File: src/rtl/dtc_pkg.sv
package dtc_pkg;
   localparam int unsigned DTC_BYTE_W     = 8;
   localparam int unsigned DTC_DMA_BIT    = 7;
   localparam logic [6:0]  DTC_OP_XFER    = 7'h10;
   localparam logic [7:0]  DTC_CFG_RESET  = 8'h07;
endpackage

File: src/rtl/dtc_start_regs.sv
module dtc_start_regs #(
   parameter int unsigned NBYTES = 3,
   parameter int unsigned ADDR_W = 3
) (
   input  logic                  clk,
   input  logic                  rst_n,
   input  logic                  wr_en,
   input  logic [ADDR_W-1:0]     wr_addr,
   input  logic [7:0]            wr_data,
   output logic [NBYTES*8-1:0]   start_cnt,
   output logic                  top_written
);
   localparam logic [ADDR_W-1:0] TOP_ADDR = ADDR_W'(NBYTES - 1);

   for (genvar g = 0; g < NBYTES; g++) begin : g_byte
      always_ff @(posedge clk or negedge rst_n) begin
         if (!rst_n)
            start_cnt[g*8 +: 8] <= '0;
         else if (wr_en && wr_addr == ADDR_W'(g))
            start_cnt[g*8 +: 8] <= wr_data;
      end
   end

   always_ff @(posedge clk or negedge rst_n) begin
      if (!rst_n)
         top_written <= 1'b0;
      else if (wr_en && wr_addr == TOP_ADDR)
         top_written <= 1'b1;
   end
endmodule

File: src/rtl/dtc_counter.sv
module dtc_counter #(
   parameter int unsigned CNT_W = 24
) (
   input  logic             clk,
   input  logic             rst_n,
   input  logic             load,
   input  logic [CNT_W-1:0] reload_val,
   input  logic             dec,
   input  logic             tc_clr,
   output logic [CNT_W-1:0] cnt,
   output logic             tc
);
   logic step;
   logic hits_zero;

   assign step      = dec && !load && (cnt != '0);
   assign hits_zero = step && (cnt == CNT_W'(1));

   always_ff @(posedge clk or negedge rst_n) begin
      if (!rst_n)
         cnt <= '0;
      else if (load)
         cnt <= reload_val;
      else if (step)
         cnt <= cnt - CNT_W'(1);
   end

   always_ff @(posedge clk or negedge rst_n) begin
      if (!rst_n)
         tc <= 1'b0;
      else if (hits_zero)
         tc <= 1'b1;
      else if (tc_clr)
         tc <= 1'b0;
   end
endmodule

File: src/rtl/dtc_unit.sv
module dtc_unit #(
   parameter int unsigned CNT_W     = 24,
   parameter int unsigned ADDR_W    = 3,
   parameter int unsigned ZERO_LOAD = 32'h0001_0000
) (
   input  logic              clk,
   input  logic              rst_n,
   input  logic [ADDR_W-1:0] reg_addr,
   input  logic [7:0]        reg_wdata,
   input  logic              reg_wr,
   input  logic              reg_rd,
   output logic [7:0]        reg_rdata,
   input  logic              dec_i,
   input  logic              load_i,
   input  logic [7:0]        chip_id_i,
   output logic              tc_o
);
   import dtc_pkg::*;

   localparam int unsigned NBYTES = CNT_W / DTC_BYTE_W;
   localparam logic [ADDR_W-1:0] CMD_ADDR = ADDR_W'(NBYTES);
   localparam logic [ADDR_W-1:0] CFG_ADDR = ADDR_W'(NBYTES + 1);

   if (CNT_W % DTC_BYTE_W != 0 || CNT_W < 16) begin : g_bad_width
      $error("dtc_unit: CNT_W must be a multiple of 8 and at least 16");
   end
   if ((1 << ADDR_W) < NBYTES + 2) begin : g_bad_addr
      $error("dtc_unit: ADDR_W too small for register map");
   end

   logic [CNT_W-1:0] start_cnt;
   logic [CNT_W-1:0] reload_val;
   logic [CNT_W-1:0] live_cnt;
   logic             top_written;
   logic             cmd_wr;
   logic             load_fire;
   logic             ti_fire;
   logic [7:0]       cfg_q;
   logic [7:0]       rd_next;

   assign cmd_wr     = reg_wr && reg_addr == CMD_ADDR;
   assign load_fire  = load_i || (cmd_wr && reg_wdata[DTC_DMA_BIT]);
   assign ti_fire    = cmd_wr && reg_wdata[6:0] == DTC_OP_XFER;
   assign reload_val = (start_cnt == '0) ? CNT_W'(ZERO_LOAD) : start_cnt;

   dtc_start_regs #(.NBYTES(NBYTES), .ADDR_W(ADDR_W)) u_start (
      .clk         (clk),
      .rst_n       (rst_n),
      .wr_en       (reg_wr),
      .wr_addr     (reg_addr),
      .wr_data     (reg_wdata),
      .start_cnt   (start_cnt),
      .top_written (top_written)
   );

   dtc_counter #(.CNT_W(CNT_W)) u_cnt (
      .clk        (clk),
      .rst_n      (rst_n),
      .load       (load_fire),
      .reload_val (reload_val),
      .dec        (dec_i),
      .tc_clr     (ti_fire),
      .cnt        (live_cnt),
      .tc         (tc_o)
   );

   always_ff @(posedge clk or negedge rst_n) begin
      if (!rst_n)
         cfg_q <= DTC_CFG_RESET;
      else if (reg_wr && reg_addr == CFG_ADDR)
         cfg_q <= reg_wdata;
   end

   always_comb begin
      rd_next = '0;
      for (int i = 0; i < int'(NBYTES); i++) begin
         if (reg_addr == ADDR_W'(i)) begin
            if (i == int'(NBYTES) - 1 && !top_written)
               rd_next = chip_id_i;
            else
               rd_next = live_cnt[i*8 +: 8];
         end
      end
      if (reg_addr == CMD_ADDR)
         rd_next = {7'b0, tc_o};
      if (reg_addr == CFG_ADDR)
         rd_next = cfg_q;
   end

   always_ff @(posedge clk or negedge rst_n) begin
      if (!rst_n)
         reg_rdata <= '0;
      else if (reg_rd)
         reg_rdata <= rd_next;
   end
endmodule

File: config.mk
export PLATFORM = sky130hd
export DESIGN_NAME = dtc_unit
export DESIGN_NICKNAME = d
export VERILOG_FILES = /design/src/rtl/dtc_pkg.sv /design/src/rtl/dtc_start_regs.sv /design/src/rtl/dtc_counter.sv /design/src/rtl/dtc_unit.sv
export SDC_FILE = /design/constraint.sdc
export NUM_CORES = 1
export LEC_CHECK = 0
export CORE_MARGIN = 2
export CORE_UTILIZATION = 52
export DETAILED_ROUTE_END_ITERATION = 16
export PLACE_DENSITY = 0.88
export SLEW_MARGIN = 20
export SYNTH_ARGS = -nofsm -noshare
export SYNTH_HDL_FRONTEND = slang
export SYNTH_HIERARCHICAL = 1
export SYNTH_SLANG_ARGS = --single-unit
File: constraint.sdc
create_clock -name clk -period 2.5 [get_ports clk]
set_input_delay 0.75 -clock clk [delete_from_list [all_inputs] [get_ports clk]]
set_output_delay 0.75 -clock clk [all_outputs]
set_load 0.005 [all_outputs]
==> flow_summary.ini <==
[grt]
gr-total-overflow = 0
antenna_found_initial = 0
grt_max_degree = 45
grt_pass1_vias = 3112
grt_first_pass_wirelength_um = 16400
track_usage_pct = 27.9

[clock_tree]
h-tree-depth = 3
root_buffer = clkbuf_8
clk_latency_ns = 0.34
clock_sinks = 66
cts_hold_buf = 0
cts_tree = done
ctsResizeCount = 0
cts_buffer_depth = 2
postCtsSetupRepairBufs = 0
numCtsBuffers = 9
clk_pin_slew_worst_paths_ns = 0.08

[yosys]
syn-cell-area_mm2 = 0.00374
yosys_warnings = 6
ys_seq_area_share_pct = 44.2
synthFlopType = dfrtp_1
synth_edf_count = 0
synth.distinct_cells = 61
synthCells = 355
async_flop_share_pct = 100
yosysTopAreaCell = dfrtp_1
ys_ff_latch = 66
synthesis.nets = 383
synth_area_leaders = dfrtp_1 (42%), mux2_2 (7.2%), mux2i_1 (4.3%)
synth_top_cell_area_share_pct = 42.1
postSynthAreaPerCell_um2 = 10.5

[sta]
maxSlewViolCount = 0
tightest_slew_ns = 0.554
layout_worst_path_cycle_share_pct = 96.9
fin_crit_ns = 2.42
rsz0062_at_grt = no
final.setup.tns_ns = 0
fin_skew_ns = 0.00827
hold_viol_final = 0
fin_hold_ws_ns = 0.387
slew_headroom_pct = 62.8
setup_violations = 0
clock.fmax_mhz = 413

[setup_path]
worstSetupStartpointType = flip-flop
worstSetupEndpointType = flip-flop
critPathKind = flip-flop to flip-flop
r2r_slack_ns = 0.08
cp_top_family = simple AND/OR/NAND/NOR gates
cp_cell_sequence = or3_4, or4_4, o31ai_1, buf_4, xor2_1, o21ai_0
cp.buffers_inverters = 1
cpPeakStageDelay_ns = 0.54
critical_path.slowest_cell = o31ai_1
cp.required_ns = 2.72
worst_ep_arrival_time_ns = 2.64
crit-reg2reg-launch = u_cnt/cnt[10]
cp_max_fo = 8
r2r_cells = 6
reg2reg_to = u_cnt/cnt[8]

[place]
globalplace.congestion = 0.931
portBuffers = 33
dp_hpwl_um = 7450

[pwr]
power_density_mw_per_mm2 = 728
p_leak_nw = 1.89
vdd_drop_max_uv = 482

[outcome]
status = completed

[die]
pin_count = 34
dieArea_mm2 = 0.00789
coreArea_mm2 = 0.00687
start_util_pct = 54.5
row_count = 30
fp.dieH_um = 88.9
fp.dieW_um = 88.9

[cells_and_area]
drive_above_1_share_pct = 28.4
nets = 424
area_growth_pct = 22.4
diodes = 0

[detailed_routing]
vias = 3200
antenna_left = 0
first_pass_iters = 6
viasPerCell = 6.44
wl_per_cell_um = 20.4
drc = 0
finalWirelength_um = 10100
drtIter0Drc = 431

[run]
maxCapViolations = 0

[hold_path]
hold_class = input pin to asynchronous set/reset pin
## per-stage QoR
step	util, %	cells	setup slack, ns	instance area (um2)	power (mW)
2_1_floorplan	-	355	0.0479	3740	1.95
3_3_place_gp	62.9	481	-0.261	4320	2.24
3_5_place_dp	62.9	481	-0.311	4320	2.28
4_1_cts	66.2	497	0.0243	4550	3.31
5_1_grt	66.7	497	0.0149	4580	3.48
6_report	66.7	497	0.0775	4580	3.33
## final cells by class
cell class	instances	area, um2
Clock buffer	12	155
Clock inverter	4	73.8
Fill cell	512	2290
Inverter	6	22.5
Multi-Input combinational cell	242	1910
Sequential cell	66	1660
Tap cell	96	120
Timing Repair Buffer	71	648
## cells by family (layout without fill, tap and decap cells)
kind of cell	after synthesis	count (layout)	synth area share, %
adder cells (fa/ha/maj)	3	3	1.00
AO/OA/AOI/OAI	67	67	13.0
buffers and inverters	47	93	5.92
XOR/XNOR	3	3	0.702
flip-flops	66	66	44.2
multiplexers	48	48	14.7
AND/OR/NAND/NOR	121	121	20.4
## flip-flops by register name, indices dropped and copies added, names as in the netlist
name	cells
cfg_q	8
u_cnt/tc	1
u_start/top_written	1
reg_rdata	8
u_start/start_cnt	24
u_cnt/cnt	24
## cell usage after synthesis, types with 3 or more instances
master    count
clkbuf_1     30
buf_2         6
or4_2         3
o21ai_0       8
mux2_2       24
o22ai_1       9
nand2_1      19
mux2_4        8
a31oi_1      14
dfrtp_1      63
nor4_1       11
nand3_1       6
nand4b_1      3
ha_1          3
or3_1         4
o31ai_1      11
nand4_1       4
inv_1         4
or4_1         7
nor3_1        7
nor2_1       24
and2_1        8
mux2i_1      16
a221o_1       8
dfstp_2       3
buf_6         5
## cells in the final DEF (no fill, tap or decap), types with 9 or more instances in the layout
master and instances:
o31ai_1 11, buf_4 35, clkdlybuf4s50_1 32, dfrtp_1 63, o22ai_1 9, nand2_1 19, a31oi_1 14, mux2i_1 16
clkbuf_8 11, mux2_2 24, nor2_1 24
## how the worst max path moves through the flow
| stage | endpoint | cells past startpoint | start | slack, ns |
|---|---|---|---|---|
| 2_1_floorplan | u_cnt/cnt[0] | 6 | u_cnt/cnt[8] | 0.05 |
| 3_3_place_gp | u_cnt/cnt[23] | 6 | dec_i | -0.26 |
| 3_5_place_dp | u_cnt/cnt[23] | 6 | dec_i | -0.31 |
| 4_1_cts | u_cnt/cnt[0] | 5 | u_cnt/cnt[10] | 0.02 |
| 5_1_grt | u_cnt/cnt[21] | 6 | dec_i | 0.01 |
| 6_report | u_cnt/cnt[8] | 6 | u_cnt/cnt[10] | 0.08 |
## report_power, final
part,internal (mW),switching [mW]
sequential,1.29,0.224
clock,0.617,0.418
combinational,0.416,0.371
total,2.32,1.01
## worst register-to-register path: stages (launching register included)
cell and delay [ns]:
dfrtp_1 0.40, or3_4 0.42, or4_4 0.49, o31ai_1 0.54, buf_4 0.21, xor2_1 0.14
o21ai_0 0.10
## routing by layer
| metal | vias up | global-route usage, % | wire [um] |
|---|---|---|---|
| met1 | 1566 | 37.2 | 4210 |
| met5 | - | 0 | 0 |
| met4 | 0 | 12.9 | 405 |
| met2 | 181 | 42.8 | 4700 |
| met3 | 37 | 7.09 | 817 |
| li1 | 1416 | - | - |
Power figures use the tool's default switching activity.
